### config.mk
export PLATFORM = sky130hd
export DESIGN_NAME = seg_addr_gen
export DESIGN_NICKNAME = d
export VERILOG_FILES = /design/src/rtl/seg_addr_pkg.sv /design/src/rtl/seg_regfile.sv /design/src/rtl/seg_select.sv /design/src/rtl/seg_adder.sv /design/src/rtl/seg_addr_gen.sv
export SDC_FILE = /design/constraint.sdc
export NUM_CORES = 1
export LEC_CHECK = 0
export BUFFER_PORTS_ARGS = -buffer_cell sky130_fd_sc_hd__buf_2
export CAP_MARGIN = 5
export CELL_PAD_IN_SITES_DETAIL_PLACEMENT = 1
export CELL_PAD_IN_SITES_GLOBAL_PLACEMENT = 1
export CORE_UTILIZATION = 41
export DETAILED_ROUTE_END_ITERATION = 12
export GPL_TIMING_DRIVEN = 0
export MAX_ROUTING_LAYER = met4
export PLACE_DENSITY_LB_ADDON = 0.1
export SLEW_MARGIN = 20
export SYNTH_ARGS = -nofsm -noshare
export SYNTH_HDL_FRONTEND = slang
export SYNTH_SLANG_ARGS = --single-unit
### constraint.sdc
create_clock -name clk -period 4.25 [get_ports clk]
set_input_delay 0.2125 -clock clk [delete_from_list [all_inputs] [get_ports clk]]
set_output_delay 0.2125 -clock clk [all_outputs]
set_load 0.01 [all_outputs]
### src/rtl/seg_addr_pkg.sv
package seg_addr_pkg;

   // Index of each segment register; the order is visible at wr_sel and seg_idx
   typedef enum logic [1:0] {
      SEG_CODE  = 2'd0,
      SEG_DATA  = 2'd1,
      SEG_STACK = 2'd2,
      SEG_EXTRA = 2'd3
   } seg_id_e;

   // Kind of offset presented with a request
   typedef enum logic [1:0] {
      SRC_IP      = 2'd0,
      SRC_STKPTR  = 2'd1,
      SRC_DATAIDX = 2'd2,
      SRC_STRDST  = 2'd3
   } ofs_src_e;

   localparam int unsigned SEG_COUNT = 4;
   localparam int unsigned SEG_IDX_W = 2;

   // Default segment that belongs with each kind of offset
   function automatic seg_id_e default_seg(input ofs_src_e src);
      seg_id_e r;
      case (src)
         SRC_IP:      r = SEG_CODE;
         SRC_STKPTR:  r = SEG_STACK;
         SRC_DATAIDX: r = SEG_DATA;
         SRC_STRDST:  r = SEG_EXTRA;
         default:     r = SEG_CODE;
      endcase
      return r;
   endfunction

endpackage

### src/rtl/seg_regfile.sv
module seg_regfile
   import seg_addr_pkg::*;
#(
   parameter int unsigned SEG_W = 16,
   parameter int unsigned NSEG  = SEG_COUNT,
   parameter int unsigned IDX_W = SEG_IDX_W
) (
   input  logic                           clk,
   input  logic                           rst,
   input  logic                           wr_en,
   input  logic [IDX_W-1:0]               wr_sel,
   input  logic [SEG_W-1:0]               wr_data,
   output logic [NSEG-1:0][SEG_W-1:0]     seg_q
);

   generate
      if (NSEG > (1 << IDX_W)) begin : g_bad_idx
         $error("seg_regfile: IDX_W too narrow for NSEG");
      end
   endgenerate

   // One register per segment, each with its own write decode
   generate
      for (genvar g = 0; g < NSEG; g++) begin : g_seg
         logic hit;
         assign hit = wr_en && (wr_sel == IDX_W'(g));
         always_ff @(posedge clk) begin
            if (rst) begin
               seg_q[g] <= '0;
            end else if (hit) begin
               seg_q[g] <= wr_data;
            end
         end
      end
   endgenerate

endmodule

### src/rtl/seg_select.sv
module seg_select
   import seg_addr_pkg::*;
(
   input  ofs_src_e src,
   input  logic     ovr_en,
   input  seg_id_e  ovr_seg,
   output seg_id_e  sel
);

   seg_id_e dflt;

   always_comb begin
      dflt = default_seg(src);
      // Instruction fetches are pinned to the code segment
      if (ovr_en && (src != SRC_IP)) begin
         sel = ovr_seg;
      end else begin
         sel = dflt;
      end
   end

endmodule

### src/rtl/seg_adder.sv
module seg_adder #(
   parameter int unsigned SEG_W     = 16,
   parameter int unsigned OFS_W     = 16,
   parameter int unsigned SHIFT     = 4,
   // 0: one full-width add; 1: low SHIFT bits bypass, add only the upper part
   parameter int unsigned ADD_STYLE = 1,
   localparam int unsigned PA_W     = SEG_W + SHIFT
) (
   input  logic [SEG_W-1:0] seg,
   input  logic [OFS_W-1:0] ofs,
   output logic [PA_W-1:0]  paddr
);

   generate
      if (SHIFT < 1) begin : g_bad_shift
         $error("seg_adder: SHIFT must be at least 1");
      end
      if (OFS_W > PA_W) begin : g_bad_ofs
         $error("seg_adder: offset wider than the physical address");
      end
      if (OFS_W <= SHIFT) begin : g_bad_ofs_narrow
         $error("seg_adder: offset must be wider than SHIFT");
      end
      if (ADD_STYLE > 1) begin : g_bad_style
         $error("seg_adder: unknown ADD_STYLE");
      end
   endgenerate

   generate
      if (ADD_STYLE == 0) begin : g_full
         // Carry out of the top bit falls off the PA_W-wide result
         assign paddr = {seg, {SHIFT{1'b0}}} + PA_W'(ofs);
      end else begin : g_split
         localparam int unsigned HI_W = OFS_W - SHIFT;
         logic [SEG_W-1:0] ofs_hi;
         assign ofs_hi = SEG_W'(ofs[OFS_W-1:SHIFT]);
         // Shifted base is zero below SHIFT, so those bits are the offset's
         assign paddr[SHIFT-1:0]    = ofs[SHIFT-1:0];
         assign paddr[PA_W-1:SHIFT] = seg + ofs_hi;
         if (HI_W > SEG_W) begin : g_bad_hi
            $error("seg_adder: offset high part wider than segment");
         end
      end
   endgenerate

endmodule

### src/rtl/seg_addr_gen.sv
module seg_addr_gen
   import seg_addr_pkg::*;
#(
   parameter int unsigned SEG_W     = 16,
   parameter int unsigned OFS_W     = 16,
   parameter int unsigned SHIFT     = 4,
   parameter int unsigned ADD_STYLE = 1
) (
   input  logic                   clk,
   input  logic                   rst,
   input  logic                   wr_en,
   input  logic [1:0]             wr_sel,
   input  logic [SEG_W-1:0]       wr_data,
   input  logic [1:0]             ofs_src,
   input  logic [OFS_W-1:0]       ofs,
   input  logic                   ovr_en,
   input  logic [1:0]             ovr_seg,
   output logic [SEG_W+SHIFT-1:0] paddr,
   output logic [1:0]             seg_idx
);

   localparam int unsigned NSEG = SEG_COUNT;
   localparam int unsigned PA_W = SEG_W + SHIFT;

   generate
      if (SEG_W < 2) begin : g_bad_segw
         $error("seg_addr_gen: SEG_W too small");
      end
   endgenerate

   logic [NSEG-1:0][SEG_W-1:0] seg_q;
   seg_id_e                    sel;
   logic [SEG_W-1:0]           seg_val;
   logic [PA_W-1:0]            sum;

   seg_regfile #(
      .SEG_W (SEG_W),
      .NSEG  (NSEG),
      .IDX_W (SEG_IDX_W)
   ) regs_i (
      .clk     (clk),
      .rst     (rst),
      .wr_en   (wr_en),
      .wr_sel  (wr_sel),
      .wr_data (wr_data),
      .seg_q   (seg_q)
   );

   seg_select sel_i (
      .src     (ofs_src_e'(ofs_src)),
      .ovr_en  (ovr_en),
      .ovr_seg (seg_id_e'(ovr_seg)),
      .sel     (sel)
   );

   assign seg_val = seg_q[sel];

   seg_adder #(
      .SEG_W     (SEG_W),
      .OFS_W     (OFS_W),
      .SHIFT     (SHIFT),
      .ADD_STYLE (ADD_STYLE)
   ) add_i (
      .seg   (seg_val),
      .ofs   (ofs),
      .paddr (sum)
   );

   assign paddr   = sum;
   assign seg_idx = sel;

endmodule

### After elaboration in Yosys (flattened, before gate mapping)

Cells that the tools add are included.

* input bits: 42
* word-level logic and storage cells: 24
* latch bits: 0
* bits in read-only memories: 0
* output and inout port bits: 22
* memory bits (writable): 0
* memories kept: 0
* register bits after elaboration: 64

* bitwise gates (word level): 0
* div/mod/pow operators: 0
* $add $sub $neg: 1
* equal/unequal tests: 6
* muxes and demuxes: 4
* multipliers: 0
* order comparisons: 1
* reductions and logical operators: 8
* shifts and indexed selects: 0

Operators by type and width (count)
* $bmux 16 s2: 1
* $add 16x12->16: 1
* $mux 16: 1
* $eq 2x2->1 const B: 4
* $pmux 2 s4: 1
* $logic_and 1x1->1: 5
* $eq 2x1->1 const B: 2
* $logic_not 2->1: 2
* $lt 2x3->1 const B: 1
* $mux 2: 1
* $reduce_bool 2->1: 1

### Depth between registers and ports, before layout

* word-level depth: 6
* depth in mapped cells: 14
* depth with buffers taken out: 12

### By module

A second synthesis with hierarchy kept.

* cells, all modules: 363
* area, all modules: 3822.4 um^2

By module, submodules not included
* seg_regfile: cells an instance 229, area each 2549.9 um^2, times used 1, seq. area each 1281.2 um^2
* seg_adder: cells an instance 108, area each 820.8 um^2, times used 1, seq. area each 0.0 um^2
* seg_addr_gen: cells an instance 20, area each 424.2 um^2, times used 1, seq. area each 0.0 um^2
* seg_select: cells an instance 6, area each 27.5 um^2, times used 1, seq. area each 0.0 um^2

### Worst setup path before layout

OpenSTA, ideal clock, no wires.

* path type: input port to output port
* from: in ovr_en
* to: out paddr[16]
* slack: 804 ps
* required time: 4038 ps
* stages on the path: 13
* arrival: 3234 ps
* buffers on the path: 2
* cell sequence: a21oi_1 -> a21oi_1 -> buf_6 -> buf_4 -> mux4_2 -> ha_1 -> fa_1 -> a21o_1 -> a311o_1 -> o22a_1 -> a41oi_2 -> o21ai_2 -> xnor2_1

* longest elaborated chain between the ends: 5

Ends and longest elaborated chain
* from (decl): line seg_addr_gen.sv:16 `input logic ovr_en,`
* $logic_and 1x1->1: line seg_select.sv:15 `if (ovr_en && (src != SRC_IP)) begin`
* $mux 2: line seg_select.sv:15
* net seg_idx[0]: line seg_addr_gen.sv:19 `output logic [1:0] seg_idx`
* $bmux 16 s2: line seg_addr_gen.sv:56 `assign seg_val = seg_q[sel];`
* $mux 16 (not written as such): line seg_addr_gen.sv:56
* $add 16x12->16: line seg_adder.sv:39 `assign paddr[PA_W-1:SHIFT] = seg + ofs_hi;`
* to (decl): line seg_addr_gen.sv:18 `output logic [SEG_W+SHIFT-1:0] paddr,`

The timed path passes the listed nets, and every way through them passes these cells. The select of a mux whose other input is x is not followed.

### Final worst setup path

* from: in ovr_en
* to: out paddr[18]

* longest elaborated chain between the ends: 5

Ends and longest elaborated chain (line)
* $logic_and 1x1->1: seg_select.sv:15
* $mux 2: seg_select.sv:15
* $bmux 16 s2: seg_addr_gen.sv:56
* $mux 16 (not written as such): seg_addr_gen.sv:56
* $add 16x12->16: seg_adder.sv:39

Every way passes these cells. The select of a mux whose other input is x is not followed.

==> reports/metrics.csv <==
stage,metric,value,unit
critical_path,worst r2r path cells,2,
route,DRT antenna net count,0,
cells_and_area,layout cells sized above 1,0.223,
timing,maximum clock rate,247,MHz
cts,setup bufs post-CTS,0,
die,# IOs,64,
grt,vias in the first global route,3104,
critical_path,CP startpoint,ovr_en,
placed_design,post-detail-place hpwl,6.89,mm
placed_design,Port Buffer Count,58,
timing,setup skew after layout,0,ps
cts,CTS tree,yes,
cells_and_area,Synth-to-Final Area Change,18.6,%
pwr,LEAKAGE,1.56,nW
grt,"Remaining Overflow, GRT",0,
timing,Hold WS,133,ps
die,# rows,32,
die,Die ar.,8290,um2
timing,Final Hold Fails,0,
cells_and_area,Final Net Count,509,
critical_path,slowest CP cell,a21oi_2,
cts,Clock Tree Buf Depth,2,
critical_path,WP depth,15,
cts,Skew-Pair Late Insertion Delay,350,ps
cells_and_area,max reg flops,64,
placed_design,routability congestion estimate,0.855,
timing,endpoints failing setup,0,
critical_path,CP Cell Sequence,"buf_2, a21oi_1, a21oi_2, buf_2, mux4_2, ha_1, fa_1, a21o_1, a311o_1, o22a_1, a41oi_2, o21ai_2, nand2_2, xnor2_1, buf_2",
cts,H-tree depth,3,
synth,mapped cell area,3250,um2
grt,met2 usage,0.441,
synth,synthesized netlist net count,440,
placed_design,post-placement worst setup slack,182,ps
critical_path,Worst Setup Path Type,in -> out,
grt,pin count of the biggest net entering global routing,12,
timing,RSZ-0062 raised after global routing,false,
critical_path,Critical Path End,paddr[18],
cells_and_area,Largest regs,regs_i.seg_q x64,
grt,first-pass GRT wire length,15.2,mm
hold_path,Worst Hold Class,in -> reg,
critical_path,Critical Path Source Type,primary input,
critical_path,CP max FO,10,
timing,Final Slew Violations,0,
route,DRC,0,
synth,Ys Warns,0,
route,routed vias,2965,
critical_path,Reg-to-Reg End,regs_i.seg_q[7],
timing,final worst path period share,0.951,
synth,ys flop type,dfxtp_1,
die,initial core utilization,0.423,
cells_and_area,most flop-heavy register,regs_i.seg_q,
synth,post-synth top area share,0.394,
route,drt via density,5.29,
cells_and_area,number of fill cells,987,
grt,initial antenna violation count,0,
cts,Worst-path clk slew,70,ps
critical_path,Critical Path End Type,primary output,
cts,root buf cell,clkbuf_8,
synth,number of synthesized flops with an enable pin,0,
die,Core ar.,7690,um2
flow_run,maxcap violations,0,
route,Iteration-0 DRC Markers,131,
timing,Final min period,4040,ps
critical_path,Worst EP required,4040,ps
synth,mean area per synthesized cell,8.47,um2
critical_path,Buf/Inv on CP,3,
timing,Worst Tran Pin Value,1050,ps
critical_path,"delay-heaviest family, CP",compound AO/OA/AOI/OAI gates,
route,DR pass1 iterations,4,
grt,GRT Overall Usage,0.251,
critical_path,maximum single-stage delay on the critical path,420,ps
cts,clk sinks,64,
synth,largest area contributor in the netlist,dfxtp_1,
run_status,run status,"finished, final reports clean",
grt,M1 GR Usage,0.294,
cts,cts bufs inserted,9,
pwr,Pwr per Cell Area,354,nW/um2
grt,GRT met3 Usage,0.0377,
die,die height,91.0,um
route,final wirelength,9.53,mm
timing,final worst setup slack,209,ps
critical_path,FF-to-FF Start,regs_i.seg_q[7],
grt,grt peak-use layer,met2,
cts,# resized after CTS,0,
synth,post-synth cell types,41,
critical_path,r2r setup slk,3600,ps
synth,Synth Instances,384,
timing,Max-slew headroom,0.302,
cts,hold buffer count at CTS,0,
cells_and_area,n_diodes,0,
pwr,Max VDD drop,0.193,mV
synth,"flops & latches, synth",64,
route,WL/cell,17.0,um
timing,total negative slack,0,ps
synth,sequential share of the synthesized area,0.394,
critical_path,arrival time at the worst endpoint,3830,ps
synth,Synth area leaders,"dfxtp_1 39%, nand2_1 15%, a21oi_1 11%",
die,Die W,91.0,um
synth,Async SR Flop Fraction,0,
critical_path,Crit path top cell by count,buf_2,
Yosys cell counts, drive strengths merged (2+ instances only):
cell type    n
mux4        14
ha          13
a21oi       75
mux2         2
o21a         2
inv          4
clkbuf      19
nand4        2
nand2      133
a21o         6
or2          2
xnor2       11
buf          7
mux2i        4
dfxtp       64
nor2         3
nand3        4
xor2         3
o21ai        2
how the worst min path moves through the flow:
stage	endpoint	slack [ps]	cells after the start	startpoint
final	regs_i.seg_q[17]	130	3	wr_data[1]
after global routing	regs_i.seg_q[59]	140	3	wr_data[11]
after CTS	regs_i.seg_q[11]	120	3	wr_data[11]
after detailed placement	regs_i.seg_q[0]	450	2	regs_i.seg_q[0]
after global placement	regs_i.seg_q[17]	440	2	regs_i.seg_q[17]
after floorplan	regs_i.seg_q[0]	350	2	wr_data[0]
final cells by class:
type | instances | area [um2] | share of cell area
plain buffers | 26 | 125 | 0.0324
clock buffers | 10 | 128 | 0.0331
clock inverters | 6 | 60.1 | 0.0156
inverters | 4 | 15.0 | 0.00389
multi-input cells | 290 | 1830 | 0.474
flip-flops and latches | 64 | 1280 | 0.332
well taps | 102 | 128 | 0.0331
repair buffers | 58 | 290 | 0.0753
placed cells by master (no fill, tap or decap), drive strengths merged, types with 3 or more instances in the layout:
master  netlist  routed
nand2       133     133
a21oi        75      75
buf           7      65
dfxtp        64      64
clkbuf       19      29
mux4         14      14
ha           13      13
xnor2        11      11
a21o          6       6
inv           4       4
nand3         4       4
mux2i         4       4
xor2          3       3
clkinv        0       3
nor2          3       3
kinds of logic after synthesis:
| group | count (synthesis) | share of synthesized area |
|---|---|---|
| and+or+nand+nor | 151 | 0.189 |
| xor gates and xnor gates | 14 | 0.0377 |
| adders and majority gates | 14 | 0.0562 |
| buffers and inverters | 30 | 0.0431 |
| DFF | 64 | 0.394 |
| muxes | 20 | 0.121 |
| AOI/OAI and AO/OA | 91 | 0.159 |
layer usage:
metal  up-vias  share of wire
li1       1443              -
met1      1450           0.45
met2        59           0.51
met3        13          0.032
met4         0          0.015
met5         -              0
power by group:
part | switching, W | internal, W
combinational | 0.000133 | 0.0000944
clock | 0.000241 | 0.000268
sequential | 0.00000971 | 0.000619
total | 0.000383 | 0.000981
worst reg2reg max path, cell delays in order (launching register included):
cell,delay [ps]
dfxtp_1,330
nand2_1,60
a21oi_1,180
stage by stage:
step | total power [W] | utilization | std cells | area (um2)
floorplan | 0.000782 | - | 384 | 3250
global placement | 0.000863 | 0.477 | 544 | 3670
detailed placement | 0.000871 | 0.477 | 544 | 3670
CTS | 0.00137 | 0.502 | 560 | 3860
global route | 0.00142 | 0.502 | 560 | 3860
finish | 0.00136 | 0.502 | 560 | 3860
No activity file was read; power rests on OpenSTA's default activity.
